[config.mk]
export PLATFORM = sky130hd
export DESIGN_NAME = natreg_file
export DESIGN_NICKNAME = d
export VERILOG_FILES = /design/src/rtl/natreg_file.sv
export SDC_FILE = /design/constraint.sdc
export NUM_CORES = 2
export LEC_CHECK = 0
export BUFFER_PORTS_ARGS = -buffer_cell sky130_fd_sc_hd__buf_2
export CAP_MARGIN = 20
export CORE_MARGIN = 2
export CORE_UTILIZATION = 26
export CTS_CLUSTER_DIAMETER = 30
export CTS_CLUSTER_SIZE = 20
export DETAILED_ROUTE_END_ITERATION = 7
export PLACE_DENSITY = 0.51
export SLEW_MARGIN = 30
export SYNTH_ARGS = -nofsm -noshare
export SYNTH_HDL_FRONTEND = slang
export SYNTH_SLANG_ARGS = --single-unit
[constraint.sdc]
create_clock -name clk -period 8.1 [get_ports clk]
set_input_delay 0.405 -clock clk [delete_from_list [all_inputs] [get_ports clk]]
set_output_delay 0.405 -clock clk [all_outputs]
set_load 0.02 [all_outputs]
[src/rtl/natreg_file.sv]
module natreg_file #(
  parameter int NREG = 32,
  parameter int XLEN = 64,
  localparam int AW = $clog2(NREG)
) (
  input  logic            clk,
  input  logic            rst_n,
  input  logic            rd_a_en,
  input  logic [AW-1:0]   rd_a_addr,
  output logic [XLEN-1:0] rd_a_data,
  output logic            rd_a_nat,
  input  logic            rd_b_en,
  input  logic [AW-1:0]   rd_b_addr,
  output logic [XLEN-1:0] rd_b_data,
  output logic            rd_b_nat,
  input  logic            rd_spec,
  input  logic            wr_en,
  input  logic [AW-1:0]   wr_addr,
  input  logic [XLEN-1:0] wr_data,
  input  logic            wr_spec,
  input  logic            wr_fault,
  input  logic            wr_src_nat,
  input  logic            chk_en,
  input  logic [AW-1:0]   chk_addr,
  output logic            exc_o,
  output logic [AW-1:0]   exc_addr_o,
  output logic            recover_o
);

  logic [XLEN-1:0] data_q [NREG];
  logic [NREG-1:0] nat_q;

  // a normal instruction that faults traps instead of writing
  wire wr_commit = wr_en & (wr_spec | ~wr_fault);
  wire wr_poison = wr_spec & (wr_fault | wr_src_nat);

  always_ff @(posedge clk) begin
    if (!rst_n) begin
      for (int i = 0; i < NREG; i++) data_q[i] <= '0;
      nat_q <= '0;
    end else if (wr_commit) begin
      data_q[wr_addr] <= wr_poison ? '0 : wr_data;
      nat_q[wr_addr]  <= wr_poison;
    end
  end

  assign rd_a_data = data_q[rd_a_addr];
  assign rd_a_nat  = nat_q[rd_a_addr];
  assign rd_b_data = data_q[rd_b_addr];
  assign rd_b_nat  = nat_q[rd_b_addr];

  wire hit_a = rd_a_en & rd_a_nat & ~rd_spec;
  wire hit_b = rd_b_en & rd_b_nat & ~rd_spec;

  assign exc_o      = hit_a | hit_b;
  assign exc_addr_o = hit_a ? rd_a_addr : rd_b_addr;
  assign recover_o  = chk_en & nat_q[chk_addr];

  a_r3_fault_poisons: assert property (@(posedge clk) disable iff (!rst_n)
    wr_en & wr_spec & wr_fault |=> nat_q[$past(wr_addr)] && data_q[$past(wr_addr)] == '0);

  a_r4_poison_spreads: assert property (@(posedge clk) disable iff (!rst_n)
    wr_en & wr_spec & wr_src_nat |=> nat_q[$past(wr_addr)]);

  a_r2_clean_write_clears: assert property (@(posedge clk) disable iff (!rst_n)
    wr_en & ~wr_fault & ~(wr_spec & wr_src_nat) |=> !nat_q[$past(wr_addr)] && data_q[$past(wr_addr)] == $past(wr_data));

  a_r5_trap_keeps_reg: assert property (@(posedge clk) disable iff (!rst_n)
    wr_en & ~wr_spec & wr_fault |=> nat_q[$past(wr_addr)] == $past(nat_q[wr_addr]) && data_q[$past(wr_addr)] == $past(data_q[wr_addr]));

  a_r7_spec_reader_silent: assert property (@(posedge clk) disable iff (!rst_n)
    rd_spec |-> !exc_o);

  a_r8_port_a_first: assert property (@(posedge clk) disable iff (!rst_n)
    exc_o & rd_a_en & rd_a_nat |-> exc_addr_o == rd_a_addr);

  a_r9_idle_ports_silent: assert property (@(posedge clk) disable iff (!rst_n)
    !rd_a_en & !rd_b_en |-> !exc_o);

endmodule

Word level (Yosys, flattened, before mapping)
Memory sizes are Yosys's and may differ from the RTL's.
Cells that the tools add are included.
{ "classes": {"add_sub_neg": 0, "n_reduce_logical": 2, "n_bitwise": 12, "shifts": 0, "n_div": 0, "order_cmp": 5, "n_eq_ne": 0, "muxes": 18, "multipliers": 0} }
{ "ops": {"columns": ["op", "count"], "rows": [
  ["2-to-1 mux 64 bit", 2],
  ["OR reduction 64 bit", 1],
  ["bitwise mux 32 bit", 1],
  ["< comparator 5 x 6 -> 1 bit, second input constant", 4],
  ["binary-select mux 1 bit (select 5 bit)", 3],
  ["2-to-1 mux 5 bit", 2],
  ["2-to-1 mux 1 bit", 9],
  ["AND 1 bit", 7],
  ["demux 1 bit (select 5 bit)", 1],
  [">= comparator 5 x 1 -> 1 bit, second input constant", 1],
  ["OR 1 bit", 3],
  ["inverter 1 bit", 2],
  ["logical AND 1 bit", 1]
]} }
{ "word_totals": {"elab_cells": 39, "mem_bits_rw": 2048, "rom_bits": 0, "output_inout_bits": 137, "reg_bits": 32, "inputBits": 94, "latchBits": 0, "mem_count": 1} }
{ "memory_table": {"columns": ["name", "words", "width", "read_ports", "rd_ports_with_merged_regs", "wr", "line_no", "text"], "rows": [
  ["data_q", 32, 64, 2, 0, 32, "30", "logic [XLEN-1:0] data_q [NREG];"]
]} }

Longest topological paths before layout
{ "depth": {"word_depth": 8, "depth_mapped": 10, "mapped_depth_nobuf": 6} }

Worst setup path before layout
Ideal clock, no wire load.
{ "synth_path": {"path_kind": "input-to-reg", "start": "input wr_addr[3]", "end": "memory data_q[9][0], enable pin", "n_path_buf": 1, "setup_slack_ps": 1816, "arrival_ps": 5707, "stages": 3, "setup_ps": 578, "required_ps": 7522, "cell_sequence": "clkbuf_1 or3b_2 o21ai_0"} }
{ "synth_rtl": {"columns": ["item", "line_no", "text"], "rows": [
  ["from (decl)", "18", "input logic [AW-1:0] wr_addr,"],
  ["to (decl)", "30", null]
]} }

Final worst setup path
{ "layout_path": {"start": "input rd_a_addr[1]", "end": "output exc_addr_o[4]"} }
{ "layout_via": {"elab_chain_cells": 5} }
{ "layout_lines": {"columns": ["item", "line_no", "text"], "rows": [
  ["from (decl)", "9", "input logic [AW-1:0] rd_a_addr,"],
  ["binary-select mux 1 bit (select 5 bit)", "48", "assign rd_a_nat = nat_q[rd_a_addr];"],
  ["2-to-1 mux 1 bit (not written as such)", "48", null],
  ["AND 1 bit (2 in series)", "52", "wire hit_a = rd_a_en & rd_a_nat & ~rd_spec;"],
  ["2-to-1 mux 5 bit", "56", "assign exc_addr_o = hit_a ? rd_a_addr : rd_b_addr;"],
  ["to (decl)", "26", "output logic [AW-1:0] exc_addr_o,"]
]} }
No other way between the ends. The select of a mux whose other input is x is not followed.

==> flow_summary_export.csv <==
group,metric,value,unit
placed_design,gp_congestion,0.791,
clock_network,clock_latency,0.94,ns
worst_setup_path,start_kind,"primary input",
clock_network,cts_tree,"yes",
timing,clock_skew,0,ns
logic_synthesis,ys_ff_latch,2080,
status,outcome,"finished, final reports clean",
global_routing,grt.overflow.total,0,
clock_network,clock_sinks,2080,
logic_synthesis,synth.avg_cell_area,15.8,um2
worst_setup_path,slowest_stage,"buf_4",
clock_network,cts-buffers-inserted,466,
logic_synthesis,yosysMostFrequentCell,"nor2_1",
global_routing,antenna_found_initial,39,
floorplanning,ios,231,
floorplanning,die_x,640,um
logic_synthesis,synth_cell_types,41,
worst_setup_path,crit_arrival,4.44,ns
global_routing,grt_pass1_vias,70300,
floorplanning,die_area,409000,um2
detailed_routing,drc,0,
global_routing,track_usage,0.210,
detailed_routing,via_count,69100,
layout,drive_above_1_share,0.371,
worst_setup_path,critPathMaxStageDelay,0.75,ns
clock_network,postCtsSetupRepairBufs,0,
logic_synthesis,synth-edff-count,2048,
detailed_routing,drt_pass1_iterations,5,
floorplanning,die_y,640,um
logic_synthesis,yosys-top-cells-area,"edfxtp_1 59%, mux4_2 28%, nor2_1 7.4%, clkbuf_1 1.4%, mux2_2 1.1%",
clock_network,clockBufferDepth,4,
worst_setup_path,path_delay_family,"buffers and inverters",
clock_network,cts_resized,0,
timing,tightestPinTransition,1.12,ns
logic_synthesis,yosys_warnings,0,
clock_network,path_clk_slew,0.05,ns
placed_design,post-place-ws,3.40,ns
layout,nNetsFinal,6863,
floorplanning,num_rows,233,
detailed_routing,avgRoutedWirePerCell,34.8,um
floorplanning,initial_core_util,0.261,
logic_synthesis,synthCells,6657,
power_and_ir_drop,peakVddDrop,0.189,mV
logic_synthesis,syn-cell-area,105000,um2
floorplanning,core-area,403000,um2
logic_synthesis,yosys.area.top_type,"edfxtp_1",
hold_path,hp-class,"in -> reg",
power_and_ir_drop,powerDensity,273,nW/um2
timing,rsz0062_at_grt,"false",
worst_setup_path,path_max_fanout,67,
worst_setup_path,crit_required,7.70,ns
logic_synthesis,netlist_top_cells_count,"2058 x nor2_1, 2048 x edfxtp_1, 1298 x mux4_2",
clock_network,hold_buffers,0,
clock_network,cts.htree.levels,5,
timing,period_needed,4.84,ns
layout,synthToLayoutAreaGrowth,22.3,%
logic_synthesis,synth_nets,6751,
timing,clock.fmax,207,MHz
worst_setup_path,crit_path_end_kind,"primary output",
timing,hold_viol,0,
timing,setup_tns,0,ns
power_and_ir_drop,p_leak,42.2,nW
logic_synthesis,ys_seq_area_frac,0.592,
timing,slew_viol_final,0,
job,cap_violations,0,
timing,slew_headroom,0.251,
detailed_routing,drtAntennaViolNets,0,
clock_network,root_buffer,"clkbuf_16",
worst_setup_path,criticalPathCategory,"in -> out",
global_routing,grt_first_pass_wirelength,594,mm
logic_synthesis,async_reset_ff_frac,0,
timing,setup_violations,0,
layout,fillers,39000,
detailed_routing,drtIter0Drc,10200,
worst_setup_path,crit_buf_inv,4,
placed_design,post-dp-hpwl,227,mm
detailed_routing,avgViaCountPerCell,5.50,
logic_synthesis,synth_top_area_frac,0.586,
placed_design,io_buffers,230,
worst_setup_path,cpMostUsedCell,"buf_4",
detailed_routing,wl,438,mm
global_routing,grt_max_degree,127,
timing,fin_ws,3.26,ns
timing,final.period_utilization,0.598,
timing,fin_hold_ws,0.0822,ns
logic_synthesis,synth-main-ff-cell,"edfxtp_1",
worst_setup_path,cp_cell_sequence,"buf_8, buf_4, mux4_2, mux2i_1, nor3b_1, a311o_1, buf_4, o21bai_1, buf_2",
==> cells by family after synthesis <==
logic type / share of synthesized area
AO/OA/AOI/OAI: 0.00500
multiplexers: 0.290
AND/OR/NAND/NOR: 0.0830
flip-flops: 0.592
buffers and inverters: 0.0301
==> worst reg2reg max path, stage by stage (launching register included) <==
cell	delay, ns
dfxtp_1	0.38
inv_1	0.05
o22ai_1	0.16
==> placed cells by master, fill, tap and decap left out, types with 52 or more instances in the layout <==
cell type   netlist  final
nor2_1         2058   2058
edfxtp_1       2048   2048
mux4_2         1298   1298
clkbuf_16         0    470
buf_2            77    220
nand2_1         208    115
buf_4            14    107
mux2_2          101    101
clkinv_2          0     85
clkinv_1          0     74
nand2_2           0     63
bufinv_16         0     62
clkinvlp_4        0     61
clkbuf_1        392     52
==> registers in the layout (all words and copies together), names as in the netlist <==
| name | flops |
|---|---|
| nat_q | 32 |
| data_q | 2048 |
==> path summary, 6_finish.rpt <==
path | start | endpoint | slack [ns] | depth (start not counted)
worst min-delay path | wr_data[41] | data_q[15][41] | 0.08 | 4
worst max-delay path | rd_a_addr[1] | exc_addr_o[4] | 3.26 | 9
worst min register to register | nat_q[8] | nat_q[8] | 0.50 | 2
worst max register to register | nat_q[17] | nat_q[17] | 7.41 | 2
==> layer usage <==
layer  part of all wire  global-route usage  vias to the layer above
li1                   -                   -                    26200
met1               0.36               0.264                    37100
met2               0.48               0.346                     4719
met3              0.099              0.0412                     1076
met4              0.056               0.105                       16
met5            0.00022                   0                        -
==> where the power goes <==
group	switching, W	internal (W)
Sequential	0.000277	0.0124
Clock	0.00634	0.0125
Combinational	0.00210	0.00142
Total	0.00871	0.0264
==> stage by stage <==
stage,utilization,area [um2],std cells,power [W]
after floorplan,-,105000,6657,0.0150
after global placement,0.279,112000,11700,0.0164
after detailed placement,0.279,112000,11700,0.0164
after CTS,0.318,128000,12600,0.0352
after global routing,0.319,128000,12600,0.0359
final,0.319,128000,12600,0.0351
==> layout make-up <==
type                       instances  area, um2  share of cell area
timing repair buffer             391       3100              0.0241
antenna                           15       37.5            0.000292
inverter                          35        139             0.00108
tap                             5405       6760              0.0527
clock buffer                     523      12000              0.0932
multi-input combinational       3795      40600               0.316
clock inverter                   335       3740              0.0291
sequential                      2080      62100               0.484
Power figures use the tool's default switching activity.
